--- config.mk ---
export PLATFORM = sky130hd
export DESIGN_NAME = llsc_monitor
export DESIGN_NICKNAME = d
export VERILOG_FILES = /design/src/rtl/llsc_pkg.sv /design/src/rtl/llsc_arbiter.sv /design/src/rtl/llsc_resv_table.sv /design/src/rtl/llsc_word_mem.sv /design/src/rtl/llsc_monitor.sv
export SDC_FILE = /design/constraint.sdc
export NUM_CORES = 1
export LEC_CHECK = 0
export ABC_AREA = 0
export ABC_CLOCK_PERIOD_IN_PS = 6600
export CORE_ASPECT_RATIO = 1.2
export CORE_UTILIZATION = 45
export CTS_CLUSTER_DIAMETER = 120
export DETAILED_ROUTE_END_ITERATION = 8
export HOLD_SLACK_MARGIN = 0.05
export PLACE_DENSITY_LB_ADDON = 0.15
export SLEW_MARGIN = 20
export SYNTH_ARGS = -nofsm -noshare
export SYNTH_HDL_FRONTEND = slang
export SYNTH_SLANG_ARGS = --single-unit
--- constraint.sdc ---
create_clock -name clk_i -period 6.6 [get_ports clk_i]
set_clock_uncertainty 0.1 [all_clocks]
set_input_delay 1.98 -clock clk_i [delete_from_list [all_inputs] [get_ports clk_i]]
set_output_delay 1.98 -clock clk_i [all_outputs]
set_load 0.1 [all_outputs]
--- src/rtl/llsc_pkg.sv ---
package llsc_pkg;
    localparam int NREQ = 2;

    typedef enum logic [1:0] {
        OP_RD = 2'd0,
        OP_WR = 2'd1,
        OP_LL = 2'd2,
        OP_SC = 2'd3
    } op_e;

    typedef enum logic {
        ARB_OPEN  = 1'b0,
        ARB_OWED1 = 1'b1
    } arb_e;
endpackage

--- src/rtl/llsc_arbiter.sv ---
module llsc_arbiter
    import llsc_pkg::*;
(
    input  logic            clk_i,
    input  logic            rst_ni,
    input  logic [NREQ-1:0] vld_i,
    output logic [NREQ-1:0] rdy_o,
    output logic            gnt_vld_o,
    output logic            gnt_idx_o
);
    arb_e state_q, state_d;

    always_ff @(posedge clk_i) begin
        if (!rst_ni) state_q <= ARB_OPEN;
        else         state_q <= state_d;
    end

    always_comb begin
        state_d   = ARB_OPEN;
        rdy_o     = '0;
        gnt_vld_o = 1'b0;
        gnt_idx_o = 1'b0;
        unique case (state_q)
            ARB_OPEN: begin
                rdy_o[0]  = 1'b1;
                rdy_o[1]  = !vld_i[0];
                gnt_vld_o = |vld_i;
                gnt_idx_o = !vld_i[0];
                if (vld_i[0] && vld_i[1]) state_d = ARB_OWED1;
            end
            ARB_OWED1: begin
                rdy_o[1]  = 1'b1;
                rdy_o[0]  = !vld_i[1];
                gnt_vld_o = |vld_i;
                gnt_idx_o = vld_i[1];
                state_d   = ARB_OPEN;
            end
            default: state_d = ARB_OPEN;
        endcase
    end
endmodule

--- src/rtl/llsc_resv_table.sv ---
module llsc_resv_table
    import llsc_pkg::*;
#(
    parameter int AW = 4
)(
    input  logic          clk_i,
    input  logic          rst_ni,
    input  logic          op_vld_i,
    input  logic          op_req_i,
    input  op_e           op_kind_i,
    input  logic [AW-1:0] op_addr_i,
    input  logic          wr_commit_i,
    output logic          sc_pass_o
);
    logic [NREQ-1:0] resv_vld;
    logic [AW-1:0]   resv_addr [NREQ];

    for (genvar k = 0; k < NREQ; k++) begin : g_slot
        logic          v_q;
        logic [AW-1:0] a_q;
        logic          mine;

        assign mine = op_vld_i && (int'(op_req_i) == k);

        always_ff @(posedge clk_i) begin
            if (!rst_ni) begin
                v_q <= 1'b0;
                a_q <= '0;
            end else begin
                if (wr_commit_i && v_q && (a_q == op_addr_i)) v_q <= 1'b0;
                if (mine && op_kind_i == OP_SC)                v_q <= 1'b0;
                if (mine && op_kind_i == OP_LL) begin
                    v_q <= 1'b1;
                    a_q <= op_addr_i;
                end
            end
        end

        assign resv_vld[k]  = v_q;
        assign resv_addr[k] = a_q;
    end

    assign sc_pass_o = resv_vld[op_req_i] && (resv_addr[op_req_i] == op_addr_i);
endmodule

--- src/rtl/llsc_word_mem.sv ---
module llsc_word_mem #(
    parameter int DW = 32,
    parameter int AW = 4
)(
    input  logic          clk_i,
    input  logic          rst_ni,
    input  logic          we_i,
    input  logic [AW-1:0] addr_i,
    input  logic [DW-1:0] wdata_i,
    output logic [DW-1:0] rdata_o
);
    localparam int DEPTH = 1 << AW;

    logic [DW-1:0] cells [DEPTH];

    always_ff @(posedge clk_i) begin
        if (!rst_ni) begin
            for (int i = 0; i < DEPTH; i++) cells[i] <= '0;
        end else if (we_i) begin
            cells[addr_i] <= wdata_i;
        end
    end

    assign rdata_o = cells[addr_i];
endmodule

--- src/rtl/llsc_monitor.sv ---
module llsc_monitor
    import llsc_pkg::*;
#(
    parameter int DW = 32,
    parameter int AW = 4
)(
    input  logic             clk_i,
    input  logic             rst_ni,
    input  logic [1:0]       req_vld_i,
    output logic [1:0]       req_rdy_o,
    input  logic [3:0]       req_op_i,
    input  logic [2*AW-1:0]  req_addr_i,
    input  logic [2*DW-1:0]  req_wdata_i,
    output logic [1:0]       rsp_vld_o,
    output logic [2*DW-1:0]  rsp_data_o,
    output logic [1:0]       rsp_flag_o
);
    logic          gnt_vld;
    logic          gnt_idx;
    op_e           sel_op;
    logic [AW-1:0] sel_addr;
    logic [DW-1:0] sel_wdata;
    logic [DW-1:0] mem_rdata;
    logic          sc_pass;
    logic          wr_commit;
    logic          is_read;

    llsc_arbiter u_arb (
        .clk_i     (clk_i),
        .rst_ni    (rst_ni),
        .vld_i     (req_vld_i),
        .rdy_o     (req_rdy_o),
        .gnt_vld_o (gnt_vld),
        .gnt_idx_o (gnt_idx)
    );

    assign sel_op    = op_e'(req_op_i[gnt_idx*2 +: 2]);
    assign sel_addr  = req_addr_i[gnt_idx*AW +: AW];
    assign sel_wdata = req_wdata_i[gnt_idx*DW +: DW];

    assign wr_commit = gnt_vld && ((sel_op == OP_WR) || (sel_op == OP_SC && sc_pass));
    assign is_read   = (sel_op == OP_RD) || (sel_op == OP_LL);

    llsc_resv_table #(.AW(AW)) u_resv (
        .clk_i       (clk_i),
        .rst_ni      (rst_ni),
        .op_vld_i    (gnt_vld),
        .op_req_i    (gnt_idx),
        .op_kind_i   (sel_op),
        .op_addr_i   (sel_addr),
        .wr_commit_i (wr_commit),
        .sc_pass_o   (sc_pass)
    );

    llsc_word_mem #(.DW(DW), .AW(AW)) u_mem (
        .clk_i   (clk_i),
        .rst_ni  (rst_ni),
        .we_i    (wr_commit),
        .addr_i  (sel_addr),
        .wdata_i (sel_wdata),
        .rdata_o (mem_rdata)
    );

    for (genvar k = 0; k < NREQ; k++) begin : g_rsp
        logic          v_q;
        logic          f_q;
        logic [DW-1:0] d_q;
        logic          hit;

        assign hit = gnt_vld && (int'(gnt_idx) == k);

        always_ff @(posedge clk_i) begin
            if (!rst_ni) begin
                v_q <= 1'b0;
                f_q <= 1'b0;
                d_q <= '0;
            end else begin
                v_q <= hit;
                if (hit) begin
                    f_q <= (sel_op == OP_SC) && sc_pass;
                    d_q <= is_read ? mem_rdata : '0;
                end else begin
                    f_q <= 1'b0;
                end
            end
        end

        assign rsp_vld_o[k]            = v_q;
        assign rsp_flag_o[k]           = f_q;
        assign rsp_data_o[k*DW +: DW]  = d_q;
    end
endmodule

* Word-level counts from Yosys, hierarchy flattened
Memory sizes are Yosys's and may differ from the RTL's.
Cells that the tools add are included.
W data, S select, Z words.
** Word-level totals
- Flip-flop bits (word level) :: 79
- Memory bits (writable) :: 512
- Output and inout port bits :: 70
- Word-level logic and storage cells :: 74
- Memories kept :: 1
** Memories
- u_mem.cells :: words 16, width 32, read ports 1, clocked after memory_dff 0, write ports 16, RTL line llsc_word_mem.sv:14 : logic [DW-1:0] cells [DEPTH];
** Operators by class
- Order comparisons :: 2
- Equal/unequal tests :: 6
- Shift-type cells :: 3
- Mux-type cells :: 23
- Bitwise gates (word level) :: 3
- Reductions and logical operators :: 25
** Operators with widths (number)
- $mux W32 :: 2
- $shiftx A64 B7 Y32 :: 1
- $reduce_or A32 Y1 :: 1
- $mux W4 :: 4
- $logic_and A1 B1 Y1 :: 14
- $mux W1 :: 14
- $eq A4 B4 Y1 :: 3
- $shiftx A8 B4 Y4 :: 1
- $reduce_bool A3 Y1 :: 2
- $eq A2 B2 Y1 const B :: 2
- $pmux W1 S2 :: 2
- $pmux W2 S2 :: 1
- $reduce_and A2 Y1 :: 2
- $shiftx A4 B3 Y2 :: 1
- $eq A2 B1 Y1 const B :: 1
- $ge A2 B2 Y1 const B :: 1
- $logic_not A1 Y1 :: 2
- $logic_not A2 Y1 :: 1
- $logic_or A1 B1 Y1 :: 2
- $lt A1 B2 Y1 const B :: 1
- $not A1 Y1 :: 2
- $not A1 Y2 :: 1
- $reduce_or A2 Y1 :: 1

* Logic depth before layout (Yosys ltp)
Gate-level depths: netlist of the first run.
- Depth in word-level cells :: 16
- Depth in mapped cells :: 11
- Depth with buffers taken out :: 8

* Hierarchy
Synthesis of the first run repeated with hierarchy kept, for this count alone.
** Unflattened totals
- Cells, all modules :: 1837
- Area total of the unflattened synthesis :: 26847.0 um^2
** Modules (own cells, without submodules)
- llsc_word_mem :: instances 1, cells an instance 1418, area each 22868.2 um^2, seq. area each 15374.7 um^2
- llsc_monitor :: instances 1, cells an instance 351, area each 3308.2 um^2, seq. area each 1361.3 um^2
- llsc_resv_table :: instances 1, cells an instance 60, area each 613.1 um^2, seq. area each 200.2 um^2
- llsc_arbiter :: instances 1, cells an instance 8, area each 57.6 um^2, seq. area each 20.0 um^2

* Least setup slack after synthesis of the first run
OpenSTA, ideal clock, no wires.
- Path kind :: in2reg
- From :: input req_vld_i[0]
- To :: memory u_mem.cells[15][0] (enable)
- Arrival time :: 6.660 ns
- Path slack :: -0.671 ns
- Cell stages on the path :: 7
- Buffers on the path :: 2
- Cells stage by stage :: and2b_4 -> inv_2 -> buf_4 -> and3_1 -> nor2_1 -> buf_2 -> o41ai_1
** RTL lines
- start, declared :: RTL line llsc_monitor.sv:9 : input logic [1:0] req_vld_i,
- end, declared :: RTL line llsc_word_mem.sv:14

* Final worst setup path of the first run
- From :: input req_vld_i[0]
- To :: output req_rdy_o[1]
** On the way
- Longest elaborated chain between the ends :: 2
** Ends and longest elaborated chain
- $logic_not A1 Y1 :: RTL line llsc_arbiter.sv:26 : rdy_o[1] = !vld_i[0];
- $pmux W2 S2 :: RTL line llsc_arbiter.sv:23 : unique case (state_q)
- end, declared :: RTL line llsc_monitor.sv:10 : output logic [1:0] req_rdy_o,
Every way passes these cells.

==> results.tsv, run 1 <==
stage	metric	value	unit
run_status	status	finished, final reports clean	
pwr	p_per_area	276	nW/um2
drt	drtIter0Drc	2465	
floorplan	die_w	229	um
placement	io_buffer_count	149	
yosys	yosysWarnings	0	
placement	finalWeightedCongestion	0.879	
timing	clock.fmax	186	MHz
timing	finalHoldViolCount	0	
clock_tree	numCtsBuffers	58	
yosys	syn_area_per_cell	11.8	um2
clock_tree	cts_setup_buffers	0	
placement	dp_hpwl	55500	um
finish	drive_gt1_share	13.0	%
finish	n_antenna_cell	0	
worst_setup_path	start_kind	input port	
floorplan	die_h	274	um
pwr	ir_worst_vdd	213	uV
hold_path	hp-class	register to register	
clock_tree	htreeDepth	2	
yosys	synth_area_leaders	edfxtp_1 (55%), nor3_1 (7.6%), dfxtp_1 (5.7%)	
finish	fillers	5288	
finish	seq_area	17000	um2
yosys	synth.ff_latch_count	591	
finish	final_common_cell	edfxtp_1	
worst_setup_path	slowest_delay	0.50	ns
finish	fin_util	53.2	%
worst_setup_path	path_max_fanout	14	
drt	routed_wl	91600	um
worst_setup_path	path_class	input port to primary output	
clock_tree	insertion_delay	0.63	ns
floorplan	die-area	62800	um2
clock_tree	cts_tree	built	
global_routing	grt_antenna_before_repair	1	
floorplan	num_rows	99	
global_routing	grt_start_max_net_pins	133	
finish	layout_common_cells	edfxtp_1 (512), nor3_1 (421), nand3_1 (163)	
worst_setup_path	end_kind	primary output	
timing	setup_viol	0	
finish	multi_input_area	10000	um2
placement	post-place-ws	0.666	ns
yosys	async_reset_ff_share	0	%
global_routing	grt_usage	28.8	%
clock_tree	cts_root_buf	clkbuf_16	
yosys	synth_top_area_share	55.3	%
timing	worstMarginPinSlew	1.11	ns
hold_path	min_from	g_rsp[1].d_q[2]$_SDFFE_PN0P_	
clock_tree	cts_buffer_depth	3	
yosys	synthFlopType	edfxtp_1	
yosys	synth_cell_types	63	
floorplan	core_area	60900	um2
worst_setup_path	r2r-start	u_arb.state_q$_SDFF_PP0_	
floorplan	io_pins	150	
yosys	syn_area	27800	um2
yosys	yosys.area.top_type	edfxtp_1	
worst_setup_path	path_delay_family	buffers and inverters	
pwr	p_leak	11.1	nW
drt	vias	21100	
pwr	finalPower	8.97	mW
yosys	synth_edf_count	512	
drt	ant_nets	0	
floorplan	start_util	45.6	%
worst_setup_path	crit_start	req_vld_i[0]	
finish	area.growth.synth_to_final	16.6	%
clock_tree	cts.sinks	591	
clock_tree	cts.repair.resized	0	
drt	drt_first_pass_iters	6	
timing	slew_violations	0	
finish	nNetsFinal	2490	
timing	rsz0062_at_grt	false	
timing	finalWorstSetupSlack	1.23	ns
run	cap_violations	0	
global_routing	grt-ovfl-total	0	
timing	finalCritPeriodShare	81.4	%
timing	fin_hold_ws	0.384	ns
global_routing	grt_pass1_vias	20900	
drt	vias_per_cell	6.45	
timing	relSlewSlack	23.9	%
worst_setup_path	arrival	3.29	ns
worst_setup_path	path_cells	clkdlybuf4s50_1 > and2b_4 > inv_2 > buf_12	
timing	fin_crit	5.37	ns
worst_setup_path	required	4.52	ns
worst_setup_path	critPathBufInv	3	
timing	setup_tns	0	ns
clock_tree	clkSlewWorstSetupHoldPaths	0.06	ns
clock_tree	ctsHoldBuffers	0	
drt	drc	0	
global_routing	grt_pass1_wl	136000	um
drt	wl_per_cell	28.0	um
yosys	synthCells	2363	
worst_setup_path	crit_slowest_cell	clkdlybuf4s50_1	
yosys	ys_seq_area_share	61.0	%
yosys	syn_nets	2443	
[state kept, by name, indices dropped and copies added (netlist names)]
name and cells:
u_arb.state_q 1, u_resv.g_slot.v_q 2, g_rsp.v_q 2, u_mem.cells 512, g_rsp.f_q 2, u_resv.g_slot.a_q 8, g_rsp.d_q 64
[synthesized netlist by cell type, drive strengths merged, types with 41 or more instances]
master,count
o21ai,142
a22o,90
nand3,167
a211oi,41
buf,101
edfxtp,512
nand2,50
clkbuf,184
nor3,421
nand2b,65
mux2i,132
nor2,122
dfxtp,79
[cells by family (layout without fill, tap and decap cells)]
kind of cell / after synthesis / in the layout / synth area share (%)
buffers and inverters: 288 / 383 / 4.48
multiplexers: 166 / 166 / 6.13
XOR/XNOR: 16 / 16 / 0.504
AND/OR/NAND/NOR: 848 / 848 / 15.1
AO/OA/AOI/OAI: 454 / 454 / 12.8
flip-flops: 591 / 591 / 61.0
[power by group]
group | switching, mW | total, mW | internal, mW
clock | 1.47 | 3.33 | 1.86
combinational | 1.02 | 1.42 | 0.397
sequential | 0.0499 | 4.22 | 4.17
[metrics by stage]
stage / cells / cell area (um2)
after floorplan: 2363 / 27800
after detailed placement: 3158 / 30600
after CTS: 3266 / 32400
after global routing: 3266 / 32400
after global placement: 3157 / 30500
final: 3266 / 32400
[layout make-up]
class / count / area share (%)
multi-input combinational: 1484 / 30.9
timing repair buffer: 272 / 7.93
sequential: 591 / 52.3
clock inverter: 31 / 0.764
clock buffer: 77 / 5.04
tap: 808 / 3.12
inverter: 3 / 0.0347
[per-layer routing]
metal	share of wire (%)	track usage [%]	vias to the layer above	wire length, um
met2	47	47.4	1040	43500
met4	3.8	10.7	0	3440
li1	-	-	9184	-
met5	0	0	-	0
met3	7.7	4.78	203	7090
met1	41	38.4	10600	37600
[worst paths after layout]
check	to	slack, ns	cells past startpoint
worst max-delay path	req_rdy_o[1]	1.23	4
worst min-delay path	g_rsp[1].d_q[2]$_SDFFE_PN0P_	0.38	1
worst max register to register	g_rsp[0].d_q[3]$_SDFFE_PN0P_	2.81	11
worst min register to register	g_rsp[1].d_q[2]$_SDFFE_PN0P_	0.38	1
Note: power is estimated with default switching activity, not from simulation.
==> run 2, diff against run 1 <==
Settings changed: ABC_CLOCK_PERIOD_IN_PS 6600 to 5300.
Clock period 6.6 ns to 5.3 ns, I/O delays scaled along.
==> results.tsv, run 2 (synthesized netlist as in run 1, its figures left out) <==
stage	metric	value	unit	change
finish	largest_reg_flops	512		unchanged
clock_tree	cts_tree	built		
pwr	p_switching	3.22	mW	+27%
global_routing	grt-ovfl-total	0		unchanged
global_routing	grt_pass1_wl	136000	um	about the same
finish	top_register	u_mem.cells		
finish	drive_gt1_share	14.2	%	+1.2 points
pwr	clkPwrFrac	39.4	%	+2.3 points
timing	rsz0062_at_grt	false		
pwr	p_per_area	352	nW/um2	+27%
floorplan	io_pins	150		unchanged
placement	io_buffer_count	149		unchanged
pwr	ir_worst_vdd	267	uV	+25%
floorplan	die_w	229	um	unchanged
timing	setup_viol	0		unchanged
finish	fin_util	54.0	%	+0.78 points
drt	ant_nets	0		unchanged
finish	layout_common_cells	edfxtp_1 (512), nor3_1 (421), nand3_1 (163)		
clock_tree	cts.sinks	591		unchanged
worst_setup_path	start_kind	input port		
drt	routed_wl	91300	um	-0.33%
global_routing	grt_antenna_before_repair	0		-1
hold_path	hp-class	register to register		
drt	drc	0		unchanged
placement	dp_hpwl	53900	um	-2.9%
timing	worstMarginPinSlew	1.14	ns	+0.0302 ns
floorplan	die_h	274	um	unchanged
clock_tree	htreeDepth	2		unchanged
worst_setup_path	required	3.61	ns	-0.91 ns
clock_tree	cts.repair.resized	0		unchanged
clock_tree	cts_setup_buffers	0		unchanged
clock_tree	cts_buffer_depth	3		unchanged
clock_tree	ctsHoldBuffers	0		unchanged
pwr	combPwrFrac	15.3	%	-0.5 points
run	cap_violations	0		unchanged
timing	fin_hold_ws	0.373	ns	-0.0109 ns
pwr	switching_share	27.8	%	-0.53 points
floorplan	num_rows	99		unchanged
timing	slew_violations	0		unchanged
worst_setup_path	path_class	input port to primary output		
timing	clock.fmax	218	MHz	
pwr	p_leak	11.3	nW	+2.2%
clock_tree	cts_root_buf	clkbuf_16		
worst_setup_path	path_cells	clkdlybuf4s50_1 > and2b_4 > inv_2 > buf_4 > buf_12		
finish	nNetsFinal	2503		+0.52%
placement	finalWeightedCongestion	0.849		-3.4%
floorplan	core_area	60900	um2	unchanged
worst_setup_path	end_kind	primary output		
clock_tree	insertion_delay	0.64	ns	about the same
global_routing	grt_start_max_net_pins	125		-6.0%
timing	fin_crit	4.59	ns	
pwr	internal_power	8.36	mW	+30%
finish	final_common_cell	edfxtp_1		
timing	finalHoldViolCount	0		unchanged
worst_setup_path	slowest_delay	0.49	ns	about the same
timing	relSlewSlack	24.0	%	+0.11 points
drt	drt_first_pass_iters	5		-1
floorplan	die-area	62800	um2	unchanged
drt	drtIter0Drc	2416		-2.0%
finish	top_regs	u_mem.cells: 512 flops, g_rsp.d_q: 64 flops, u_resv.g_slot.a_q: 8 flops		
run_status	status	finished, final reports clean		
global_routing	grt_pass1_vias	20900		+0.18%
worst_setup_path	critPathBufInv	4		+1
finish	area.growth.synth_to_final	18.4	%	
pwr	finalPower	11.6	mW	+29%
worst_setup_path	path_max_fanout	13		-1
drt	vias	21100		+0.33%
global_routing	grt_usage	28.8	%	-0.074 points
pwr	sequentialPowerShare	45.3	%	-1.8 points
finish	n_antenna_cell	0		unchanged
floorplan	start_util	45.6	%	unchanged
timing	finalCritPeriodShare	86.7	%	
worst_setup_path	crit_slowest_cell	clkdlybuf4s50_1		
finish	fillers	5226		-1.2%
drt	wl_per_cell	27.8	um	-0.79%
drt	vias_per_cell	6.44		-0.13%
finish	postLayoutCellArea	32900	um2	+1.5%
clock_tree	clkSlewWorstSetupHoldPaths	0.05	ns	about the same
placement	post_dp_cell_area	30800	um2	+0.77%
worst_setup_path	arrival	2.90	ns	-0.39 ns
worst_setup_path	path_delay_family	buffers and inverters		
clock_tree	numCtsBuffers	58		unchanged
-- run 2: changes by cell type in the layout (fill, tap and decap cells not counted), moves of 2 or more --
cell,before,now
inv_6,0,2
bufinv_16,3,8
clkinv_2,10,12
clkbuf_1,11,5
buf_4,110,112
clkinv_4,0,3
buf_12,14,26
clkinvlp_4,4,6
clkinv_1,13,2
clkbuf_8,5,9
-- run 2: final cells by class --
cell class | count | area, um2 | area share (%)
Clock buffer | 76 | 1690 | 5.15
Timing Repair Buffer | 285 | 2820 | 8.56
Sequential cell | 591 | 17000 | 51.5
Inverter | 3 | 11.3 | 0.0342
Multi-Input combinational cell | 1484 | 10000 | 30.4
Tap cell | 808 | 1010 | 3.07
Clock inverter | 34 | 429 | 1.30
-- run 2: through the flow --
stage	setup slack [ns]	TNS [ns]	cells
2_1_floorplan	-0.849	-81.29	2363
3_3_place_gp	0.143	0	3171
3_5_place_dp	0.108	0	3171
4_1_cts	0.710	0	3281
5_1_grt	0.616	0	3281
6_report	0.707	0	3281
-- run 2: metal layers --
| layer | track usage [%] | up-vias | share of wire [%] | wire [um] |
|---|---|---|---|---|
| met5 | 0 | - | 0 | 0 |
| li1 | - | 9228 | - | - |
| met4 | 11.6 | 0 | 4.2 | 3810 |
| met3 | 4.40 | 206 | 8.6 | 7870 |
| met2 | 45.7 | 1142 | 46 | 42000 |
| met1 | 39.5 | 10600 | 41 | 37600 |
-- run 2: final timing paths --
check	from	to	slack (ns)	cells past startpoint
worst max-delay path	req_vld_i[0]	req_rdy_o[1]	0.71	5
worst min-delay path	g_rsp[0].d_q[30]$_SDFFE_PN0P_	g_rsp[0].d_q[30]$_SDFFE_PN0P_	0.37	1
worst max register to register	u_arb.state_q$_SDFF_PP0_	g_rsp[1].d_q[0]$_SDFFE_PN0P_	1.79	10
worst min register to register	g_rsp[0].d_q[30]$_SDFFE_PN0P_	g_rsp[0].d_q[30]$_SDFFE_PN0P_	0.37	1
-- run 2: power by group through the flow --
stage	sequential [mW]	clock, mW	combinational [mW]
2_1_floorplan	5.56	0	0.849
3_3_place_gp	5.35	0	1.73
3_5_place_dp	5.35	0	1.74
4_1_cts	5.25	4.61	1.75
5_1_grt	5.26	4.78	1.84
6_report	5.25	4.56	1.77
